File: src/rtl/i2c_am_pkg.sv
package i2c_am_pkg;
    typedef enum logic [2:0] {
        ST_IDLE,
        ST_HDR_OK,
        ST_SELECTED,
        ST_GCALL,
        ST_SBYTE,
        ST_UNSEL
    } am_state_e;

    typedef enum logic [2:0] {
        FB_GCALL,
        FB_SBYTE,
        FB_HIT7,
        FB_HDR,
        FB_HDR_RESEL,
        FB_MISS
    } fb_class_e;

    localparam logic [4:0] HDR_PREFIX = 5'b11110;
endpackage

File: src/rtl/i2c_am_first_dec.sv
module i2c_am_first_dec
    import i2c_am_pkg::*;
#(
    parameter int BYTE_W = 8,
    parameter int ADDR_W = 10
) (
    input  logic [BYTE_W-1:0] byte_i,
    input  logic [ADDR_W-1:0] own_addr_i,
    input  logic              ten_bit_i,
    input  logic              resel_ok_i,
    output fb_class_e         class_o
);
    localparam int HI_W = ADDR_W - BYTE_W;
    localparam int PFX_W = BYTE_W - HI_W - 1;

    logic hdr_hit;
    logic seven_hit;

    always_comb begin
        hdr_hit   = (byte_i[BYTE_W-1 -: PFX_W] == HDR_PREFIX[PFX_W-1:0])
                 && (byte_i[HI_W:1] == own_addr_i[ADDR_W-1 -: HI_W]);
        seven_hit = (byte_i[BYTE_W-1:1] == own_addr_i[BYTE_W-2:0]);
    end

    always_comb begin
        if (byte_i == BYTE_W'(0))
            class_o = FB_GCALL;
        else if (byte_i == BYTE_W'(1))
            class_o = FB_SBYTE;
        else if (!ten_bit_i)
            class_o = seven_hit ? FB_HIT7 : FB_MISS;
        else if (hdr_hit)
            class_o = (byte_i[0] && resel_ok_i) ? FB_HDR_RESEL : FB_HDR;
        else
            class_o = FB_MISS;
    end
endmodule

File: src/rtl/i2c_am_low_cmp.sv
module i2c_am_low_cmp #(
    parameter int BYTE_W = 8,
    parameter int ADDR_W = 10
) (
    input  logic [BYTE_W-1:0] byte_i,
    input  logic [ADDR_W-1:0] own_addr_i,
    output logic              hit_o
);
    always_comb hit_o = (byte_i == own_addr_i[BYTE_W-1:0]);
endmodule

File: src/rtl/i2c_addr_match.sv
module i2c_addr_match
    import i2c_am_pkg::*;
#(
    parameter int BYTE_W = 8,
    parameter int ADDR_W = 10
) (
    input  logic              clk,
    input  logic              rst_n,
    input  logic [BYTE_W-1:0] rx_byte,
    input  logic              rx_valid,
    input  logic              rx_first,
    input  logic [ADDR_W-1:0] own_addr,
    input  logic              ten_bit_mode,
    input  logic              rep_start,
    input  logic              stop_seen,
    output logic              addr_hit,
    output logic              gcall_hit,
    output logic              sbyte_hit,
    output logic              rw_dir
);
    am_state_e state, nxt;
    fb_class_e fb_class;
    logic      low_hit;
    logic      ten_done;
    logic      rs_pend;
    logic      first_evt;
    logic      second_evt;

    always_comb begin
        first_evt  = rx_valid && rx_first && !stop_seen;
        second_evt = rx_valid && !rx_first && !stop_seen;
    end

    i2c_am_first_dec #(.BYTE_W(BYTE_W), .ADDR_W(ADDR_W)) first_dec_i (
        .byte_i     (rx_byte),
        .own_addr_i (own_addr),
        .ten_bit_i  (ten_bit_mode),
        .resel_ok_i (ten_done && rs_pend),
        .class_o    (fb_class)
    );

    i2c_am_low_cmp #(.BYTE_W(BYTE_W), .ADDR_W(ADDR_W)) low_cmp_i (
        .byte_i     (rx_byte),
        .own_addr_i (own_addr),
        .hit_o      (low_hit)
    );

    // next-state logic
    always_comb begin
        nxt = state;
        if (stop_seen) begin
            nxt = ST_IDLE;
        end else if (first_evt) begin
            unique case (fb_class)
                FB_GCALL:     nxt = ST_GCALL;
                FB_SBYTE:     nxt = ST_SBYTE;
                FB_HIT7:      nxt = ST_SELECTED;
                FB_HDR_RESEL: nxt = ST_SELECTED;
                FB_HDR:       nxt = ST_HDR_OK;
                default:      nxt = ST_UNSEL;
            endcase
        end else if (second_evt) begin
            unique case (state)
                ST_HDR_OK: nxt = low_hit ? ST_SELECTED : ST_UNSEL;
                default:   nxt = state;
            endcase
        end
    end

    // state register and sequencing flags
    always_ff @(posedge clk or negedge rst_n) begin
        if (!rst_n) begin
            state    <= ST_IDLE;
            ten_done <= 1'b0;
            rs_pend  <= 1'b0;
            rw_dir   <= 1'b0;
        end else begin
            state <= nxt;
            if (stop_seen) begin
                ten_done <= 1'b0;
                rs_pend  <= 1'b0;
                rw_dir   <= 1'b0;
            end else begin
                if (first_evt) begin
                    rs_pend <= 1'b0;
                    rw_dir  <= rx_byte[0];
                end else if (rep_start) begin
                    rs_pend <= 1'b1;
                end
                if (second_evt && state == ST_HDR_OK && low_hit)
                    ten_done <= 1'b1;
            end
        end
    end

    // output decode
    always_comb begin
        addr_hit  = 1'b0;
        gcall_hit = 1'b0;
        sbyte_hit = 1'b0;
        unique case (state)
            ST_SELECTED: addr_hit  = 1'b1;
            ST_GCALL:    gcall_hit = 1'b1;
            ST_SBYTE:    sbyte_hit = 1'b1;
            default:     ;
        endcase
    end

    a_r1_seven_bit_hit: assert property (@(posedge clk) disable iff (!rst_n)
        (first_evt && !ten_bit_mode && rx_byte[BYTE_W-1:1] != '0
         && rx_byte[BYTE_W-1:1] == own_addr[BYTE_W-2:0]) |=> addr_hit);

    a_r4_gcall_flag: assert property (@(posedge clk) disable iff (!rst_n)
        (first_evt && rx_byte == '0) |=> (gcall_hit && !addr_hit && !sbyte_hit));

    a_r6_hold_no_byte: assert property (@(posedge clk) disable iff (!rst_n)
        (!rx_valid && !stop_seen) |=> ($stable(addr_hit) && $stable(gcall_hit) && $stable(sbyte_hit)));

    a_r6_rise_needs_byte: assert property (@(posedge clk) disable iff (!rst_n)
        $rose(addr_hit) |-> $past(rx_valid));

    a_r8_stop_clears: assert property (@(posedge clk) disable iff (!rst_n)
        stop_seen |=> (!addr_hit && !gcall_hit && !sbyte_hit && !rw_dir));

    a_r9_dir_capture: assert property (@(posedge clk) disable iff (!rst_n)
        first_evt |=> (rw_dir == $past(rx_byte[0])));
endmodule

File: config.mk
export PLATFORM = sky130hd
export DESIGN_NAME = i2c_addr_match
export DESIGN_NICKNAME = d
export VERILOG_FILES = /design/src/rtl/i2c_am_pkg.sv /design/src/rtl/i2c_am_first_dec.sv /design/src/rtl/i2c_am_low_cmp.sv /design/src/rtl/i2c_addr_match.sv
export SDC_FILE = /design/constraint.sdc
export NUM_CORES = 1
export LEC_CHECK = 0
export BUFFER_PORTS_ARGS = -buffer_cell sky130_fd_sc_hd__buf_2
export CORE_AREA = 5 5 42 44
export CTS_CLUSTER_SIZE = 20
export DETAILED_ROUTE_END_ITERATION = 8
export DIE_AREA = 0 0 47 49
export GPL_TIMING_DRIVEN = 0
export PLACE_DENSITY = 0.76
export RECOVER_POWER = 50
export SYNTH_ARGS = -nofsm -noshare
export SYNTH_HDL_FRONTEND = slang
export SYNTH_SLANG_ARGS = --single-unit
File: constraint.sdc
create_clock -name clk -period 2.4 [get_ports clk]
set_clock_uncertainty 0.2 [all_clocks]
set_input_delay 0 -clock clk [delete_from_list [all_inputs] [get_ports clk]]
set_output_delay 0 -clock clk [all_outputs]
set_load 0.05 [all_outputs]
==> results of run 1 <==
-- how the worst max path moves through the flow --
stage,startpoint,endpoint,slack (ps),cells after the start
after floorplan,state[2],gcall_hit,630,1
after global placement,rx_byte[2],state[0],790,6
after detailed placement,rx_byte[2],state[0],780,6
after CTS,rx_byte[0],state[2],90,8
after global routing,rx_byte[0],state[2],10,8
final,rx_byte[0],state[2],130,8
-- kinds of logic after synthesis --
family | count (synthesis)
AND/OR/NAND/NOR | 28
XOR/XNOR | 17
AO/OA/AOI/OAI | 13
flip-flops | 6
buffers and inverters | 2
-- power groups by stage --
| stage | clock (mW) | sequential (mW) | combinational, mW |
|---|---|---|---|
| 3_3_place_gp | 0 | 0.112 | 0.0900 |
| 3_5_place_dp | 0 | 0.112 | 0.0915 |
| 2_1_floorplan | 0 | 0.114 | 0.0438 |
| 5_1_grt | 0.101 | 0.111 | 0.118 |
| 4_1_cts | 0.0939 | 0.111 | 0.105 |
| 6_report | 0.0901 | 0.111 | 0.107 |
-- layout make-up --
cell class / instances / area, µm²
flip-flops and latches: 6 / 150.1
multi-input cells: 58 / 421.7
inverters: 2 / 7.507
well taps: 16 / 20.02
repair buffers: 38 / 237.7
fillers: 134 / 541.8
clock buffers: 3 / 22.52
-- what timing repair did --
item,CTS,global route
endpoints found under the hold margin,12,0
hold buffers,10,0
setup endpoints to repair,0,1
resized for setup,0,1
-- registers in the layout, summed over array words and instances, names as in the netlist --
register,count
state,3
rs_pend,1
rw_dir,1
ten_done,1
-- metal layers --
metal  vias to the layer above  wire [µm]  part of all wire, %  track usage, %
li1                        324          -                    -               -
met1                       290        616                   41           17.63
met2                        37        703                   47           22.85
met3                         4        147                  9.8          0.3690
met4                         0         30                  2.0           10.14
met5                         -          0                    0               0
-- worst max-delay path: cells and delay by family --
kind / cells / cell delay (ps)
AOI/OAI and AO/OA: 2 / 340
and+or+nand+nor: 2 / 430
buffers and inverters: 3 / 1260
xor gates and xnor gates: 1 / 170
-- layout by cell type, fill, tap and decap left out, types with 3 or more instances in the layout --
cell type,instances
nand2_1,9
xor2_1,17
dlygate4sd3_1,10
nor4_1,3
dfrtp_1,6
clkbuf_4,3
buf_2,26
a21oi_1,5
nor3b_1,3
-- stage by stage --
stage                     hold slack [ps]  instances  total power, mW  instance area [µm²]  setup WS, ps
after floorplan                    -495.6         66           0.1577                573.1         630.5
after global placement             -370.1        110           0.2020                733.2         793.3
after detailed placement           -369.4        110           0.2038                733.2         781.6
after CTS                           28.07        123           0.3101                855.8         90.34
after global routing                46.18        123           0.3298                859.6         11.19
final                               34.15        123           0.3079                859.6         128.9
==> results.yml, run 1 <==
clock_network:
  clock-root-buffer: "clkbuf_4"
  cts_tree: "yes"
  cts_setup_buffers: 0
  cts_buffers: 3
  clkLatencyLatePin_ps: 240
  htree_levels: 1
  cts.sinks: 6
  cts.clk_slew.worst_paths_ps: 40
  clk_path_buf_depth: 2
timing:
  max_freq_mhz: 440.3
  finalSetupViolations: 0
  fin_crit_sh_pct: 94.63
  slew_viol_final: 0
  final_hold_viol_count: 0
  rsz0062_at_grt: "no"
  worst_pin_slew_ps: 595.1
  min_period_ps: 2271
  slew_headroom_pct: 60.50
  setup_tns_ps: 0
synth:
  synth_top_family_by_area: "simple AND/OR/NAND/NOR gates"
  synthArstFlopShare_pct: 100.0
  synth.distinct_cells: 24
  synth-xor-area-share_pct: 25.98
  seq_area_frac_synth_pct: 26.20
  synth-compound-area-share_pct: 14.85
  syn_nets: 91
  ys_seq_elements: 6
  synth_top_area_share_pct: 26.20
  synth_area_leaders: "dfrtp_1 26%, xor2_1 26%, nand2_1 5.9%"
  synth_mux_area_share_pct: 0
  synth.most_common_cell: "xor2_1"
  synth_common_cells: "17 x xor2_1, 9 x nand2_1, 6 x dfrtp_1"
  synthAdderAreaFrac_pct: 0
  synthesis.area_um2: 573.1
  synth.avg_cell_area_um2: 8.683
  yosysWarnings: 0
  netlist_instances: 66
  yosys.area.top_type: "dfrtp_1"
  synthSimpleGateAreaFrac_pct: 31.66
  synth_edf_count: 0
  ys.flop_type: "dfrtp_1"
layout:
  post-route-util_pct: 61.34
  antenna_cells_inserted: 0
  nets: 134
  drive_above_1_share_pct: 32.71
  synthToLayoutAreaGrowth_pct: 50.00
detailed_routing:
  wire_per_inst_um: 12.18
  ant_nets: 0
  drc_errors: 0
  drtIter0Drc: 6
  vias: 655
  vias_per_cell: 5.325
  drt-total-wl_mm: 1.498
  first_pass_iters: 4
power:
  switching_share_pct: 30.57
  ir_worst_vdd_mv: 0.1513
  p_switching_uw: 94.14
  combPwrFrac_pct: 34.7
  seq_power_share_pct: 36.0
  p_leak_nw: 0.4087
  p_int_uw: 213.8
  pwr-share-clk_pct: 29.3
  p_per_area_nw_per_um2: 358.2
worst_setup_path:
  crit_slowest_cell: "dlygate4sd3_1"
  crit_chain: "dlygate4sd3_1 > buf_2 > xor2_1 > nor4_2 > nand2_1 > o211ai_1 > a22oi_1 > dlygate4sd3_1"
  crit_top_cell: "dlygate4sd3_1"
  rr_startpoint: "state[0]"
  worstPathArrival_ps: 2190
  r2r_cells: 5
  end_kind: "flip-flop"
  r2r_slack_ps: 420
  crit_type: "in -> reg"
  timing.rr.end: "state[2]"
  slowest_delay_ps: 570
  worstPathRequired_ps: 2320
  critPathLaunchType: "primary input"
  crit_fanout: 5
run_status:
  status: "completed"
flow_run:
  cap_violations: 0
grt:
  grt_use_total_pct: 14.37
  grt_pass1_wl_mm: 2.463
  grt_max_degree: 8
  grt_pass1_vias: 670
  overflow: 0
  antenna_found_initial: 0
worst_hold_path:
  whs_endpoint: "state[0]"
  min_path_type: "in -> reg"
  holdPathStages: 4
  hp-start: "rx_byte[5]"
floorplanning:
  io_pins: 29
  start_util_pct: 40.89
  die_area_um2: 2303
  fp.dieH_um: 49
  die_w_um: 47
  fp-row-count: 14
  design.core.area_um2: 1401
placement:
  place.gp.congestion: 0.8231
  io_buffer_count: 28
  hpwl_mm: 1.175
Power figures use the tool's default switching activity.
==> run 2: changes to the inputs <==
--- a/config.mk
+++ b/config.mk
@@ -6,13 +6,14 @@
 export NUM_CORES = 1
 export LEC_CHECK = 0
 export BUFFER_PORTS_ARGS = -buffer_cell sky130_fd_sc_hd__buf_2
-export CORE_AREA = 5 5 42 44
+export CORE_MARGIN = 5
+export CORE_UTILIZATION = 45
 export CTS_CLUSTER_SIZE = 20
 export DETAILED_ROUTE_END_ITERATION = 8
-export DIE_AREA = 0 0 47 49
 export GPL_TIMING_DRIVEN = 0
-export PLACE_DENSITY = 0.76
+export PLACE_DENSITY = 0.78
 export RECOVER_POWER = 50
 export SYNTH_ARGS = -nofsm -noshare
 export SYNTH_HDL_FRONTEND = slang
+export SYNTH_HIERARCHICAL = 1
 export SYNTH_SLANG_ARGS = --single-unit
==> results.yml, run 2 <==
power:
  p_per_area_nw_per_um2: 366.1
  power_uw: 321.6
  p_leak_nw: 0.3884
  switching_share_pct: 32.00
  p_switching_uw: 102.9
  pwr-share-clk_pct: 29.3
  combPwrFrac_pct: 35.4
  p_int_uw: 218.7
  seq_power_share_pct: 35.3
  ir_worst_vdd_mv: 0.2748
detailed_routing:
  vias_per_cell: 5.352
  ant_nets: 0
  drc_errors: 0
  first_pass_iters: 4
  drt-total-wl_mm: 1.752
  drtIter0Drc: 5
  wire_per_inst_um: 14.02
  vias: 669
worst_setup_path:
  rr_startpoint: "ten_done"
  worstPathRequired_ps: 2340
  r2r_slack_ps: 480
  end_kind: "flip-flop"
  worstPathArrival_ps: 1860
  endpoint: "state[0]"
  startpoint: "ten_done"
  r2r_cells: 6
  critPathLaunchType: "flip-flop"
  timing.rr.end: "state[0]"
  crit_type: "reg -> reg"
  crit_fanout: 4
grt:
  antenna_found_initial: 0
  grt_pass1_wl_mm: 2.849
  grt_use_total_pct: 18.56
  grt_pass1_vias: 677
  grt_max_degree: 8
  overflow: 0
clock_network:
  clock-root-buffer: "clkbuf_4"
  cts.sinks: 6
  clkLatencyLatePin_ps: 250
  post_cts_resized: 0
  clk_path_buf_depth: 2
  htree_levels: 1
  cts_buffers: 3
  cts.clk_slew.worst_paths_ps: 50
  cts_tree: "yes"
layout:
  synthToLayoutAreaGrowth_pct: 42.11
  multi_input_area_um2: 464.2
  post-route-util_pct: 67.50
  most-common-layout-cells: "27 x buf_2, 14 x xnor2_1, 8 x dlygate4sd3_1"
  largest_reg_flops: 3
  mostFrequentLayoutCell: "buf_2"
  final_area_um2: 878.3
  antenna_cells_inserted: 0
  seq_area_um2: 150.1
  regMostFlops: "state"
  drive_above_1_share_pct: 31.82
  nets: 137
  n_fill_cell: 118
floorplanning:
  start_util_pct: 47.50
  die_area_um2: 2215
  fp-row-count: 13
  design.core.area_um2: 1301
  io_pins: 29
  die_w_um: 47.06
  fp.dieH_um: 47.06
placement:
  placed_cell_area_um2: 777.0
  hpwl_mm: 1.370
  io_buffer_count: 28
  detailedPlace.worstSlack_ps: 354.6
  place.gp.congestion: 0.8449
timing:
  setup_ws_ps: 478.4
  setup_tns_ps: 0
  final_hold_viol_count: 0
  max_freq_mhz: 520.4
  slew_headroom_pct: 60.30
  rsz0062_at_grt: "no"
  min_period_ps: 1922
  finalSetupViolations: 0
  fin_crit_sh_pct: 80.07
  slew_viol_final: 0
  worst_pin_slew_ps: 598.0
synth:
  synth_area_leaders: "dfrtp_1 24%, xnor2_1 20%, xor2_1 5.7%"
  yosys.area.top_type: "dfrtp_1"
  synth.most_common_cell: "xnor2_1"
  synth_common_cells: "14 x xnor2_1, 7 x nand2_1, 6 x dfrtp_1"
  yosysWarnings: 6
  synth.distinct_cells: 29
  synthesis.area_um2: 618.1
  syn_nets: 96
  synth.avg_cell_area_um2: 8.706
  ys_seq_elements: 6
  ys.flop_type: "dfrtp_1"
  netlist_instances: 71
  seq_area_frac_synth_pct: 24.29
  synthArstFlopShare_pct: 100.0
  synth_edf_count: 0
  synth_top_area_share_pct: 24.29
run_status:
  status: "completed"
worst_hold_path:
  min_path_type: "in -> reg"
flow_run:
  cap_violations: 0
run 2: cell types whose count changed in the layout (fill, tap and decap cells not counted), sizes merged, moves of 3 or more:
cell and change:
xnor2 +14, nor2 +3, nand4 +3, xor2 -13
run 2: cells by family (layout without fill, tap and decap cells):
group                  after synthesis  in the layout  synth area share, %
flip-flops                           6              6                24.29
AO/OA/AOI/OAI                       15             15                17.01
multiplexers                         1              1                1.619
XOR/XNOR                            18             18                25.51
buffers and inverters                1             40               0.6067
AND/OR/NAND/NOR                     30             30                30.97
run 2: power groups by stage:
stage | Sequential (mW) | Combinational, mW | Clock (mW)
6_report | 0.114 | 0.114 | 0.0942
5_1_grt | 0.114 | 0.125 | 0.104
4_1_cts | 0.113 | 0.114 | 0.0972
3_5_place_dp | 0.114 | 0.104 | 0
3_3_place_gp | 0.114 | 0.101 | 0
2_1_floorplan | 0.115 | 0.0545 | 0
run 2: how the worst min path moves through the flow:
stage,endpoint,from,slack (ps),cells after the start
2_1_floorplan,rs_pend,rst_n,-500,0
3_3_place_gp,state[0],rst_n,-370,1
3_5_place_dp,state[0],rst_n,-370,1
4_1_cts,state[1],rx_byte[0],130,6
5_1_grt,state[1],rx_byte[0],200,6
6_report,state[1],rx_byte[0],140,6
run 2: worst max-delay path, cell delays in order (launching register included):
cell and delay, ps:
dfrtp_1 370, and2_1 160, and3_1 140, o31ai_1 450, xor2_1 180, o21ai_0 80
a31o_1 230
run 2: layout make-up:
type / instances / area share (%)
clock buffer: 3 / 2.564
timing repair buffer: 36 / 24.93
sequential: 6 / 17.09
multi-input combinational: 64 / 52.85
tap: 15 / 2.137
inverter: 1 / 0.4274
run 2: layer usage:
metal,vias to the layer above,track usage (%),wire (µm)
li1,341,-,-
met2,15,31.44,939
met1,311,22.74,720
met4,0,6.630,19
met3,2,4.598,72
met5,-,0,0
run 2: metrics by stage:
step	cells	hold slack [ps]
floorplan	71	-495.6
global placement	114	-370.5
detailed placement	114	-368.2
CTS	125	127.9
global route	125	203.7
finish	125	141.7
run 2: repair_timing:
item                                   in CTS  in global routing
hold buffers                                8                  0
setup buffers                               0                  0
endpoints found under the hold margin      12                  0
==> run 3: changes to the inputs <==
--- a/config.mk
+++ b/config.mk
@@ -7,11 +7,11 @@
 export LEC_CHECK = 0
 export BUFFER_PORTS_ARGS = -buffer_cell sky130_fd_sc_hd__buf_2
 export CORE_MARGIN = 5
-export CORE_UTILIZATION = 45
+export CORE_UTILIZATION = 40
 export CTS_CLUSTER_SIZE = 20
 export DETAILED_ROUTE_END_ITERATION = 8
 export GPL_TIMING_DRIVEN = 0
-export PLACE_DENSITY = 0.78
+export PLACE_DENSITY = 0.73
 export RECOVER_POWER = 50
 export SYNTH_ARGS = -nofsm -noshare
 export SYNTH_HDL_FRONTEND = slang
==> constraint.sdc (replaced) <==
create_clock -name clk -period 1.76 [get_ports clk]
set_clock_uncertainty 0.2 [all_clocks]
set_input_delay 0 -clock clk [delete_from_list [all_inputs] [get_ports clk]]
set_output_delay 0 -clock clk [all_outputs]
set_load 0.05 [all_outputs]
==> results.yml, run 3 (synthesis gave the netlist of run 2 again) <==
clock_network:
  cts.clk_slew.worst_paths_ps: 40
  clock-root-buffer: "clkbuf_4"
  clk_path_buf_depth: 2
  cts.sinks: 6
  cts_tree: "yes"
  clkLatencyLatePin_ps: 250
  htree_levels: 1
  cts_buffers: 3
worst_setup_path:
  crit_fanout: 4
  crit_chain: "buf_8 > or4_4 > nor4_4 > buf_4 > o31ai_4 > mux2i_2 > a211oi_2 > a41o_2"
  slowest_delay_ps: 530
  worstPathArrival_ps: 1740
  critPathLaunchType: "primary input"
  end_kind: "flip-flop"
  crit_slowest_cell: "or4_4"
  worstPathRequired_ps: 1690
  crit_type: "in -> reg"
  r2r_slack_ps: 20
layout:
  synthToLayoutAreaGrowth_pct: 58.91
  antenna_cells_inserted: 0
  largest_reg_flops: 3
  nets: 139
  mostFrequentLayoutCell: "buf_2"
  drive_above_1_share_pct: 42.86
  n_fill_cell: 109
  regMostFlops: "state"
  fin_cells: 128
  final_area_um2: 982.2
  most-common-layout-cells: "25 x buf_2, 14 x xnor2_1, 8 x dlygate4sd3_1"
detailed_routing:
  ant_nets: 0
  drt-total-wl_mm: 1.922
  vias: 703
  wire_per_inst_um: 15.02
  drtIter0Drc: 16
  first_pass_iters: 4
  drc_errors: 0
  vias_per_cell: 5.492
placement:
  io_buffer_count: 28
  placed_cell_area_um2: 793.3
  place.gp.congestion: 0.8660
  hpwl_mm: 1.296
  place_inst: 115
power:
  switching_share_pct: 33.24
  combPwrFrac_pct: 37.5
  p_per_area_nw_per_um2: 465.8
  pwr-share-clk_pct: 28.4
  power_uw: 457.5
  p_leak_nw: 0.4186
  seq_power_share_pct: 34.1
  p_switching_uw: 152.1
  ir_worst_vdd_mv: 0.5471
  p_int_uw: 305.4
floorplanning:
  fp-row-count: 14
  fp.dieH_um: 49.31
  die_area_um2: 2431
  start_util_pct: 41.51
  design.core.area_um2: 1489
  io_pins: 29
  die_w_um: 49.31
timing:
  slew_headroom_pct: 60.88
  worst_pin_slew_ps: 589.4
  rsz0062_at_grt: "yes"
  fin_crit_sh_pct: 103.0
  final_hold_viol_count: 0
  setup_tns_ps: -52.54
  setup_ws_ps: -52.54
  finalSetupViolations: 1
  slew_viol_final: 0
  max_freq_mhz: 551.7
  min_period_ps: 1813
run_status:
  status: "finished, violations left"
  violations: "setup timing"
grt:
  grt_use_total_pct: 16.02
  grt_pass1_vias: 681
  overflow: 0
  grt_pass1_wl_mm: 3.022
  antenna_found_initial: 0
  grt_max_degree: 8
worst_hold_path:
  min_path_type: "in -> reg"
flow_run:
  cap_violations: 0
run 3: power by group through the flow:
stage          clock network [mW]  logic (mW)  registers (mW)
6_report                    0.130       0.171           0.156
3_3_place_gp                    0       0.139           0.156
4_1_cts                     0.138       0.161           0.155
3_5_place_dp                    0       0.142           0.156
2_1_floorplan                   0      0.0755           0.158
5_1_grt                     0.147       0.185           0.157
run 3: area by class of cell:
| class | instances | area, µm² | share of cell area (%) |
|---|---|---|---|
| Multi-Input combinational cell | 64 | 535.5 | 54.52 |
| Clock buffer | 3 | 22.52 | 2.293 |
| Timing Repair Buffer | 38 | 250.2 | 25.48 |
| Inverter | 1 | 3.754 | 0.3822 |
| Tap cell | 16 | 20.02 | 2.038 |
| Sequential cell | 6 | 150.1 | 15.29 |
run 3: final timing paths:
kind	cells after the start	endpoint	start
hold / removal	6	state[1]	rx_byte[0]
hold reg to reg	2	ten_done	ten_done
setup reg to reg	6	state[2]	rs_pend
max in group asynchronous	3	ten_done	rst_n
setup / recovery	8	state[2]	rx_byte[3]
min in group asynchronous	3	state[0]	rst_n
run 3: routing by layer:
layer / up-vias / wire length, µm / GRT usage, %
li1: 344 / - / -
met3: 4 / 90 / 4.281
met4: 0 / 53 / 9.417
met2: 20 / 1007 / 26.39
met5: - / 0 / 0
met1: 335 / 770 / 18.15
run 3: repair_timing:
action,in CTS,in global routing
endpoints found under the hold margin,12,0
gates resized for setup,5,14
hold buffers,8,0
pin swaps,0,7
endpoints found under the setup margin,2,2
setup buffers,0,2
run 3: stage by stage:
stage	setup WS, ps	hold slack (ps)	util, %
floorplan	14.68	-495.6	-
global route	-116.6	160.2	65.97
finish	-52.54	128.4	65.97
detailed placement	-360.0	-367.3	53.28
CTS	8.286	83.52	61.76
global placement	-317.4	-370.7	53.28
run 3: worst max-delay path: cells and delay by family:
family,cells,cell delay (ps)
simple gates,2,850
mux,1,170
buf+inv,2,290
compound gates,3,420
